==> config.mk <==
export PLATFORM = sky130hd
export DESIGN_NAME = alu6_top
export DESIGN_NICKNAME = d
export VERILOG_FILES = /design/src/rtl/alu6_pkg.sv /design/src/rtl/alu6_opnd_cond.sv /design/src/rtl/alu6_core.sv /design/src/rtl/alu6_flags.sv /design/src/rtl/alu6_top.sv
export SDC_FILE = /design/constraint.sdc
export NUM_CORES = 1
export LEC_CHECK = 0
export BUFFER_PORTS_ARGS = -buffer_cell sky130_fd_sc_hd__clkbuf_2
export CORE_UTILIZATION = 54
export DETAILED_ROUTE_END_ITERATION = 16
export PLACE_DENSITY_LB_ADDON = 0.2
export SLEW_MARGIN = 20
export SYNTH_ARGS = -nofsm -noshare
export SYNTH_HDL_FRONTEND = slang
export SYNTH_SLANG_ARGS = --single-unit
==> constraint.sdc <==
create_clock -name vclk -period 15.1
set_input_delay 3.02 -clock vclk [all_inputs]
set_output_delay 3.02 -clock vclk [all_outputs]
set_load 0.02 [all_outputs]
==> src/rtl/alu6_pkg.sv <==
package alu6_pkg;
   localparam int CTRL_W = 6;

   typedef struct packed {
      logic clr_x;
      logic inv_x;
      logic clr_y;
      logic inv_y;
      logic add_sel;
      logic inv_res;
   } alu6_ctrl_t;
endpackage

==> src/rtl/alu6_opnd_cond.sv <==
module alu6_opnd_cond #(
   parameter int W = 16
) (
   input  logic [W-1:0] raw,
   input  logic         clr,
   input  logic         inv,
   output logic [W-1:0] cond
);
   logic [W-1:0] cleared;

   always_comb begin
      cleared = clr ? '0 : raw;
      cond    = inv ? ~cleared : cleared;
   end
endmodule

==> src/rtl/alu6_core.sv <==
module alu6_core #(
   parameter int W          = 16,
   parameter bit ADD_RIPPLE = 1'b1
) (
   input  logic [W-1:0] a,
   input  logic [W-1:0] b,
   input  logic         add_sel,
   output logic [W-1:0] core
);
   logic [W-1:0] sum;
   logic [W-1:0] conj;

   assign conj = a & b;

   if (ADD_RIPPLE) begin : g_ripple
      logic [W-1:0] cy;
      assign cy[0] = 1'b0;
      for (genvar i = 0; i < W; i++) begin : g_bit
         assign sum[i] = a[i] ^ b[i] ^ cy[i];
         if (i < W - 1) begin : g_cy
            assign cy[i+1] = (a[i] & b[i]) | (cy[i] & (a[i] ^ b[i]));
         end
      end
   end else begin : g_infer
      assign sum = a + b;
   end

   assign core = add_sel ? sum : conj;
endmodule

==> src/rtl/alu6_flags.sv <==
module alu6_flags #(
   parameter int W = 16
) (
   input  logic [W-1:0] r,
   output logic         zero,
   output logic         neg
);
   assign zero = ~|r;
   assign neg  = r[W-1];
endmodule

==> src/rtl/alu6_top.sv <==
module alu6_top #(
   parameter int WIDTH      = 16,
   parameter bit ADD_RIPPLE = 1'b1
) (
   input  logic [WIDTH-1:0] opnd_x,
   input  logic [WIDTH-1:0] opnd_y,
   input  logic             clr_x,
   input  logic             inv_x,
   input  logic             clr_y,
   input  logic             inv_y,
   input  logic             add_sel,
   input  logic             inv_res,
   output logic [WIDTH-1:0] result,
   output logic             res_zero,
   output logic             res_neg
);
   import alu6_pkg::*;

   localparam int N_OPND = 2;

   if (WIDTH < 2) begin : g_bad_width
      $error("alu6_top: WIDTH must be at least 2");
   end

   alu6_ctrl_t       ctl;
   logic [WIDTH-1:0] raw_op  [N_OPND];
   logic [WIDTH-1:0] cond_op [N_OPND];
   logic             clr_op  [N_OPND];
   logic             inv_op  [N_OPND];
   logic [WIDTH-1:0] px;
   logic [WIDTH-1:0] py;
   logic [WIDTH-1:0] core_res;

   assign ctl = '{clr_x: clr_x, inv_x: inv_x, clr_y: clr_y, inv_y: inv_y,
                  add_sel: add_sel, inv_res: inv_res};

   assign raw_op[0] = opnd_x;
   assign raw_op[1] = opnd_y;
   assign clr_op[0] = ctl.clr_x;
   assign clr_op[1] = ctl.clr_y;
   assign inv_op[0] = ctl.inv_x;
   assign inv_op[1] = ctl.inv_y;

   for (genvar k = 0; k < N_OPND; k++) begin : g_opnd
      alu6_opnd_cond #(.W(WIDTH)) cond_i (
         .raw  (raw_op[k]),
         .clr  (clr_op[k]),
         .inv  (inv_op[k]),
         .cond (cond_op[k])
      );
   end

   assign px = cond_op[0];
   assign py = cond_op[1];

   alu6_core #(.W(WIDTH), .ADD_RIPPLE(ADD_RIPPLE)) core_i (
      .a       (px),
      .b       (py),
      .add_sel (ctl.add_sel),
      .core    (core_res)
   );

   assign result = ctl.inv_res ? ~core_res : core_res;

   alu6_flags #(.W(WIDTH)) flags_i (
      .r    (result),
      .zero (res_zero),
      .neg  (res_neg)
   );
endmodule

==> impl_metrics.csv <==
group,metric,value,unit
run_status,outcome,"finished, violations left",
run_status,failed_checks,"DRC",
floorplan,die_h,56.69,um
finish,fin_cells,261,
floorplan,row_count,19,
timing,hold_viol_final,0,
timing,fin_tns_setup,0,ps
drt,wl_met1,1606,um
placed_design,place_ws,984.5,ps
floorplan,ios,56,
timing,relSlewSlack,51.50,%
floorplan,core,2805,sq um
global_route,overflow,0,
setup_path,slowest_stage,"fa_1",
worst_hold_path,hold_path.class,"in -> out",
yosys,synth.net_count,254,
finish,seq_area,0,sq um
timing,setup_ws,1029,ps
yosys,yosys.area.top_type_share,25.48,%
drt,drtIter0Drc,43,
global_route,grt.total_usage,20.28,%
timing,rsz0062_at_grt,"no",
global_route,grt_start_max_net_pins,33,
drt,avgRoutedWirePerCell,11.86,um
setup_path,cp_common_cell,"fa_1",
timing,drv_slew,0,
setup_path,critPathArrivalTime,11050,ps
setup_path,start_kind,"input pin",
cts,hold_buffers,0,
placed_design,place_inst,261,
drt,drc,5,
drt,wl_met2,1398,um
drt,routed_wl,3095,um
setup_path,critPathKind,"in -> out",
power_and_ir_drop,p_leak,0.0008639,uW
global_route,first_global_vias,1212,
yosys,syn-cell-area,1615,sq um
drt,routed.top_layer,"met3",
placed_design,dpl.hpwl,2630,um
setup_path,required,12080,ps
placed_design,portBuffers,56,
drt,vias,1302,
setup_path,path_max_fanout,16,
yosys,netlist_top_cells_area,"xnor2_1, fa_1, nand2b_1, ha_1, mux2i_1",
timing,setup_viol,0,
power_and_ir_drop,ir_worst_vdd,0.02604,mV
yosys,synth_cells,186,
drt,ant_nets,0,
finish,fin_nets,300,
timing,period_share,93.19,%
yosys,synth_top_area_cell,"xnor2_1",
timing,tightestPinTransition,727.5,ps
yosys,yosysSeqAreaShare,0,%
yosys,yosysWarningCount,0,
floorplan,die-area,3214,sq um
power_and_ir_drop,p_total,124.7,uW
timing,period_minus_slack,14070,ps
setup_path,crit_path_end_kind,"primary output",
placed_design,place.gp.congestion,0.8760,
power_and_ir_drop,power.density,66.96,nW/um^2
finish,drive_gt1_share,27.39,%
yosys,avgSynthCellArea,8.684,sq um
finish,diodes,0,
finish,clkbuf_count,0,
floorplan,start_util,57.58,%
finish,seq_cell_count,0,
cts,cts_resized,0,
drt,dr.pass1.iters,10,
run,maxCapViolations,0,
timing,max_freq,71.07,MHz
yosys,ys_types,35,
setup_path,cpPeakStageDelay,470,ps
global_route,antenna_found_initial,0,
drt,route.met3.wl,90,um
cts,cts_setup_buffers,0,
finish,syn_to_final_growth,15.26,%
global_route,grt_pass1_wl,5319,um
floorplan,die_x,56.69,um
drt,vias_per_cell,4.989,
[logic make-up (layout without fill, tap and decap cells)]
logic type	Yosys count	count (layout)	synth area share (%)
xor+xnor	49	49	26.57
buf+inv	25	69	7.823
simple gates	57	57	22.31
compound gates	10	10	4.261
mux	15	15	9.295
fa+ha+maj	30	30	29.74
[path summary, 6_finish.rpt]
check                 start   endpoint  depth (start not counted)
worst max-delay path  inv_y   res_zero                         26
worst min-delay path  inv_x  result[0]                          6
[metrics by stage]
step	util (%)	instance area [sq um]	hold slack (ps)
after floorplan	-	1615	6358
after global placement	66.37	1862	6804
after detailed placement	66.37	1862	6821
after CTS	66.37	1862	6820
after global routing	66.37	1862	6886
final	66.37	1862	6817
[layout make-up]
type	count	area, sq um
fill	262	943.4
inverter	12	46.29
multi-input combinational	161	1489
tap	31	38.79
timing repair buffer	57	287.8
[cells in the final DEF (no fill, tap or decap), types with 3 or more instances in the layout]
cell type / netlist / final
and3_1: 3 / 3
xnor2_1: 47 / 47
or4_1: 4 / 4
nand3_1: 7 / 7
clkbuf_2: 0 / 56
ha_1: 16 / 16
inv_1: 11 / 11
nand2b_1: 33 / 33
mux2i_1: 15 / 15
fa_1: 14 / 14
[synthesized netlist by cell type (all sizes together), types with 4 or more instances]
master   n
ha      16
clkbuf   5
o21ai    4
or4      5
nand3    7
nand2b  33
inv     11
xnor2   47
and3     4
fa      14
mux2i   15
buf      8
[worst max-delay path, delay by kind of cell]
family                     cells  cell delay, ps
AOI/OAI and AO/OA              2             470
xor gates and xnor gates       1             240
adders and majority gates     15            6000
buffers and inverters          5             740
and+or+nand+nor                3             610
[metal layers]
layer  track usage [%]  vias to the layer above
met5                 0                        -
met4                 0                        0
met3            0.2304                        0
met2             35.20                       37
met1             29.87                      580
li1                  -                      685
[power breakdown]
part	switching [uW]	internal (uW)	leakage [uW]	total [uW]
Sequential	0	0	0	0
Clock	0	0	0	0
Combinational	71.3	53.4	0.000864	125
(Power assumes the default switching activity.)
